`src/rtl/pcib_cfg_regs.sv`:
```
module pcib_cfg_regs #(
  parameter int          AW         = 8,
  parameter int          LATW       = 5,
  parameter logic [7:0]  REV_ID     = 8'h00,
  parameter logic [23:0] CLASS_CODE = 24'h060000
) (
  input  logic          clk,
  input  logic          rst_n,
  input  logic [AW-1:0] cfg_addr,
  input  logic [7:0]    cfg_wdata,
  input  logic          cfg_wr,
  output logic [7:0]    cfg_rdata,
  input  logic          perr_seen,
  input  logic          is_master,
  input  logic          perr_resp_en,
  output logic [LATW-1:0] lat_timer,
  output logic          single_wr,
  output logic          single_rd,
  output logic          retry_wbuf,
  output logic          slv_wbuf_en,
  output logic          line_rd_en,
  output logic          burst_wr_en
);
  localparam logic [AW-1:0] A_STAT_LO = AW'(8'h06);
  localparam logic [AW-1:0] A_STAT_HI = AW'(8'h07);
  localparam logic [AW-1:0] A_REV     = AW'(8'h08);
  localparam logic [AW-1:0] A_CLS0    = AW'(8'h09);
  localparam logic [AW-1:0] A_CLS1    = AW'(8'h0A);
  localparam logic [AW-1:0] A_CLS2    = AW'(8'h0B);
  localparam logic [AW-1:0] A_CLSZ    = AW'(8'h0C);
  localparam logic [AW-1:0] A_LAT     = AW'(8'h0D);
  localparam logic [AW-1:0] A_CTL     = AW'(8'h40);

  logic            par_flag;
  logic [LATW-1:0] lat_q;
  logic [5:0]      ctl_q;

  wire par_hit = perr_seen & is_master & perr_resp_en;
  wire wr_stat = cfg_wr && cfg_addr == A_STAT_HI;
  wire wr_lat  = cfg_wr && cfg_addr == A_LAT;
  wire wr_ctl  = cfg_wr && cfg_addr == A_CTL;

  always_ff @(posedge clk) begin
    if (!rst_n) begin
      par_flag <= 1'b0;
      lat_q    <= '0;
      ctl_q    <= '0;
    end else begin
      if (par_hit)                      par_flag <= 1'b1;
      else if (wr_stat && cfg_wdata[0]) par_flag <= 1'b0;
      if (wr_lat) lat_q <= cfg_wdata[LATW-1:0];
      if (wr_ctl) ctl_q <= cfg_wdata[6:1];
    end
  end

  always_comb begin
    case (cfg_addr)
      A_STAT_LO: cfg_rdata = 8'h80;
      A_STAT_HI: cfg_rdata = {7'd0, par_flag};
      A_REV:     cfg_rdata = REV_ID;
      A_CLS0:    cfg_rdata = CLASS_CODE[7:0];
      A_CLS1:    cfg_rdata = CLASS_CODE[15:8];
      A_CLS2:    cfg_rdata = CLASS_CODE[23:16];
      A_CLSZ:    cfg_rdata = 8'h00;
      A_LAT:     cfg_rdata = 8'(lat_q);
      A_CTL:     cfg_rdata = {1'b0, ctl_q, 1'b0};
      default:   cfg_rdata = 8'h00;
    endcase
  end

  assign lat_timer   = lat_q;
  assign single_wr   = ctl_q[5];
  assign single_rd   = ctl_q[4];
  assign retry_wbuf  = ctl_q[3];
  assign slv_wbuf_en = ctl_q[2];
  assign line_rd_en  = ctl_q[1];
  assign burst_wr_en = ctl_q[0];

  p_set_r1: assert property (@(posedge clk) disable iff (!rst_n)
    (perr_seen && is_master && perr_resp_en) |=> par_flag);

  p_only_on_hit_r2: assert property (@(posedge clk) disable iff (!rst_n)
    (!(perr_seen && is_master && perr_resp_en) && !par_flag) |=> !par_flag);

  p_clear_r3: assert property (@(posedge clk) disable iff (!rst_n)
    (cfg_wr && cfg_addr == A_STAT_HI && cfg_wdata[0] && !(perr_seen && is_master && perr_resp_en))
    |=> (cfg_rdata[0] == 1'b0 || cfg_addr != A_STAT_HI));

  p_hold_r3: assert property (@(posedge clk) disable iff (!rst_n)
    (par_flag && !(cfg_wr && cfg_addr == A_STAT_HI && cfg_wdata[0])) |=> par_flag);

  p_fbb_r5: assert property (@(posedge clk) disable iff (!rst_n)
    (cfg_addr == A_STAT_LO) |-> cfg_rdata == 8'h80);

  p_lat_r7: assert property (@(posedge clk) disable iff (!rst_n)
    (cfg_wr && cfg_addr == A_LAT) |=> lat_timer == $past(cfg_wdata[LATW-1:0]));

  p_ctl_r8: assert property (@(posedge clk) disable iff (!rst_n)
    (cfg_wr && cfg_addr == A_CTL) |=>
      {single_wr, single_rd, retry_wbuf, slv_wbuf_en, line_rd_en, burst_wr_en} == $past(cfg_wdata[6:1]));

  p_resv_r9: assert property (@(posedge clk) disable iff (!rst_n)
    (cfg_addr >= AW'(8'h0E) && cfg_addr <= AW'(8'h3F)) |-> cfg_rdata == 8'h00);
endmodule

```
`config.mk`:
```
export PLATFORM = sky130hd
export DESIGN_NAME = pcib_cfg_regs
export DESIGN_NICKNAME = d
export VERILOG_FILES = /design/src/rtl/pcib_cfg_regs.sv
export SDC_FILE = /design/constraint.sdc
export NUM_CORES = 1
export LEC_CHECK = 0
export CORE_AREA = 8 8 53 55
export DETAILED_ROUTE_END_ITERATION = 8
export DIE_AREA = 0 0 61 63
export GPL_ROUTABILITY_DRIVEN = 1
export GPL_TIMING_DRIVEN = 0
export PLACE_DENSITY_LB_ADDON = 0.3
export SYNTH_ARGS = -nofsm -noshare
export SYNTH_HDL_FRONTEND = slang
export SYNTH_SLANG_ARGS = --single-unit
```
`constraint.sdc`:
```
create_clock -name clk -period 2.13 [get_ports clk]
set_clock_uncertainty 0.2 [all_clocks]
set_input_delay 0.426 -clock clk [delete_from_list [all_inputs] [get_ports clk]]
set_output_delay 0.426 -clock clk [all_outputs]
set_load 0.1 [all_outputs]
```
# After elaboration in Yosys (flattened, before gate mapping)
# Index checks and enable logic that the tools add are counted.
[totals]
inputBits = 22
elab_cells = 18
output_inout_bits = 19
regBits = 12
[classes]
n_eq_ne = 5
mux = 3
reduce_logical = 5
bitwise = 2
[ops]
columns = ["cell", "n"]
rows = [
  ["8-bit one-hot mux with 5 select lines", 1],
  ["8-bit by 3-bit equality test with 1-bit output, second input constant", 2],
  ["8-bit by 4-bit equality test with 1-bit output, second input constant", 2],
  ["8-bit by 7-bit equality test with 1-bit output, second input constant", 1],
  ["1-bit logical AND", 4],
  ["1-bit AND", 2],
  ["1-bit two-way mux", 2],
  ["2-bit nonzero test", 1],
]

# Depth between registers and ports, before layout
# Gate-level depths: netlist of run 1.
[depth]
word_depth = 5
depth_mapped = 5
depth_no_buf = 3

# Least setup slack after synthesis of run 1
# No wires, ideal clock.
[synth_timing]
path_kind = "input -> output"
start = "input port cfg_addr[5]"
end = "output port cfg_rdata[7]"
path_buffers = 1
required_ns = 1.504
t_arrival_ns = 3.808
slack_ns = -2.304
path_stages = 3
cell_sequence = "or3_1 > clkbuf_1 > nor4_1"
[synth_via]
elab_chain_len = 2
word_cells_on_any_way = 6
cone_classes = "5 x eq/ne; 1 x mux"
[synth_lines]
columns = ["element", "line_no", "source"]
rows = [
  ["start: declaration", "9", "input logic [AW-1:0] cfg_addr,"],
  ["8-bit by 7-bit equality test with 1-bit output (tied with other cells)", "57", "case (cfg_addr)"],
  ["8-bit one-hot mux with 5 select lines *", "57", ""],
  ["end: declaration", "12", "output logic [7:0] cfg_rdata,"],
]
# Mark *: on every way between the ends. The rest lies on a longest branch, timed or not.

# Worst setup path after layout of run 1
[layout_timing]
start = "input port cfg_addr[2]"
end = "output port cfg_rdata[2]"
# The elaborated chain is that of the path after synthesis.

==> results.yml, run 1 <==
route:
  via_per_inst: 4.890
  antenna_left: 0
  wl_mm: 2.286
  drcViolationCount: 0
  wl_per_cell_um: 14.84
  initialDrtViolationCount: 4
  num_vias: 753
  first_pass_iters: 4
timing:
  maxSlewViolCount: 0
  tightestPinTransition_ns: 0.9518
  whs_ns: 0.2895
  setup_viol: 8
  hold_violations: 0
  slew_headroom: 0.3679
  fin_crit_ns: 2.338
  fin_ws_ns: -0.2083
  rsz0062_at_grt: "true"
  fin_crit_sh: 1.098
  fmax_mhz: 427.7
  fin_setup_tns_ns: -1.238
synthesis:
  synthesis.area_um2: 650.6
  syn_nets: 98
  avgSynthCellArea_um2: 8.561
  synthCells: 76
  synth-edff-count: 0
  ys.flop_type: "dfxtp_1"
  ys_ff_latch: 12
  synth_area_leaders: "dfxtp_1 (37%), mux2i_1 (17%), nand2_1 (12%)"
  yosysWarnings: 0
  ys_top_cells_by_count: "nand2_1 (20), dfxtp_1 (12), mux2i_1 (11), nand3b_1 (4), clkbuf_1 (3)"
  yosysTopAreaCellShare: 0.3692
  synth.most_common_cell: "nand2_1"
  async_flop_share: 0
  synth_top_area_cell: "dfxtp_1"
  ys_types: 25
  synth-seq-area-share: 0.3692
floorplanning:
  num_rows: 17
  dieArea_um2: 3843
  start_util: 0.3153
  core_area_um2: 2063
  die_w_um: 61
  die_height_um: 63
  ios: 41
cts:
  h-tree-depth: 1
  clkTransAtPathRegs_ns: 0.07
  cts_tree: "done"
  clk_path_buf_depth: 2
  root_buffer: "clkbuf_4"
  clock-sinks: 12
  clock_latency_ns: 0.27
  cts_hold_buf: 0
  cts_made_buffers: 3
worst_setup_path:
  arrival_ns: 1.71
  worst-path-buf-inv: 3
  crit_slowest_cell: "or4b_4"
  worstPathCellList: "buf_8 > or4b_4 > nor3_4 > buf_6 > a32o_4 > buf_12"
  path_max_fanout: 4
  reg2reg_slack_ns: 1.27
  crit_path_start_kind: "input pin"
  endpoint_kind: "primary output"
  cp.required_ns: 1.50
  r2r_cells: 2
  r2r-start: "ctl_q[4]"
  crit_family: "simple AND/OR/NAND/NOR gates"
  max_stage_delay_ns: 0.55
  critPathKind: "in2out"
  r2r_end: "ctl_q[4]"
worst_hold_path:
  hold_path.startpoint: "lat_timer[0]"
  whs_endpoint: "lat_timer[0]"
  whs_path_depth: 2
  holdCritPathClass: "reg2reg"
flow_run:
  cap_violations: 0
finish:
  fillerInstances: 184
  syn_to_final_growth_pct: 105.8
  final_util: 0.6489
  seq_area_um2: 240.2
  finalInstanceArea_um2: 1339
  drive_gt1_frac: 0.4365
  instances_no_fill: 154
  layout.nets: 149
  n_antenna_cell: 0
  multiInputGateArea_um2: 485.5
global_route:
  grt_first_pass_wirelength_mm: 3.657
  grt_max_degree: 11
  grt_pass1_vias: 807
  antenna_found_initial: 0
  overflow: 0
  grtUsageTotal: 0.1213
status:
  violations: "setup timing"
  status: "complete, but fails checks"
placement:
  port_buffers: 38
  place_ws_ns: -1.748
  gp_congestion: 0.7927
  placed_cells: 142
  dpl_cell_area_um2: 1156
  hpwl_mm: 1.644
pwr:
  total_leakage_power_nw: 0.6288
  vdd_drop_max_mv: 0.3366
  cellPowerDensity_nw_per_um2: 368.4
  power_mw: 0.4932
-- logic make-up (layout without fill, tap and decap cells) --
family                 after synthesis  after routing  synth area share
DFF                                 12             12            0.3692
muxes                               11             11            0.1692
buffers and inverters                6             56           0.04806
AOI/OAI and AO/OA                    8              8            0.1058
and+or+nand+nor                     39             39            0.3077
-- worst min-delay path, cell delays in order, from the launching register on --
cell	delay [ns]
dfxtp_1	0.33
nand2_1	0.06
mux2i_1	0.06
-- worst max-delay path by stage --
stage	start	to	slack, ns	depth (start not counted)
after global routing	cfg_addr[2]	cfg_rdata[2]	-0.25	6
after detailed placement	cfg_addr[3]	cfg_rdata[1]	-1.75	5
after CTS	cfg_addr[3]	cfg_rdata[2]	-0.26	6
final	cfg_addr[2]	cfg_rdata[2]	-0.21	6
after floorplan	cfg_addr[5]	cfg_rdata[7]	-0.50	3
after global placement	cfg_addr[3]	cfg_rdata[6]	-1.71	5
-- cells in the final DEF, fill, tap and decap left out, drive strengths merged --
master	n
buf	26
nand2	20
dfxtp	12
clkbuf	12
mux2i	11
clkdlybuf4s50	11
clkdlybuf4s15	6
nand3b	4
nor3	2
a22o	2
a21o	2
a32o	2
and2	2
or4	2
nand2b	1
or3	1
or4b	1
nor2	1
and2b	1
nor2b	1
and3	1
nor4	1
o41ai	1
nand3	1
a21boi	1
inv	1
-- report_power, final --
group / internal [mW] / total, mW / switching [mW] / leakage [nW]
combinational: 0.0510 / 0.0889 / 0.0379 / 0.511
clock: 0.104 / 0.178 / 0.0743 / 0.0210
sequential: 0.225 / 0.226 / 0.000793 / 0.0968
-- layer usage --
layer / routed length [um] / global-route usage / share of wire
met1: 882 / 0.1257 / 0.39
met2: 1193 / 0.2063 / 0.52
met3: 194 / 0.04938 / 0.085
met4: 16 / 0.04665 / 0.0070
met5: 0 / 0 / 0
-- cell type report --
type / instances / area share
Timing Repair Buffer: 47 / 0.3841
Tap cell: 28 / 0.02617
Multi-Input combinational cell: 58 / 0.3626
Buffer: 4 / 0.01776
Clock buffer: 4 / 0.02710
Inverter: 1 / 0.002804
Sequential cell: 12 / 0.1794
-- repair_timing --
item	4_1_cts	5_1_grt
setup endpoints to repair	30	13
gates cloned	0	0
setup buffers	4	5
resized for setup	135	15
pin swaps	6	7
-- sequential cells by signal (all words and copies together), names as in the netlist --
signal     count
par_flag       1
ctl_q          6
lat_timer      5
Note: power is estimated with default switching activity, not from simulation.
==> inputs of run 2 (changes only) <==
- SKIP_LAST_GASP: default -> 1
==> results of run 2 <==
Final layout, timing and power as in run 1 (identical DEF).
==> inputs of run 3 (changes only) <==
- CTS_CLUSTER_DIAMETER: default -> 50
==> results of run 3 <==
Final layout, timing and power as in run 1 (identical DEF).
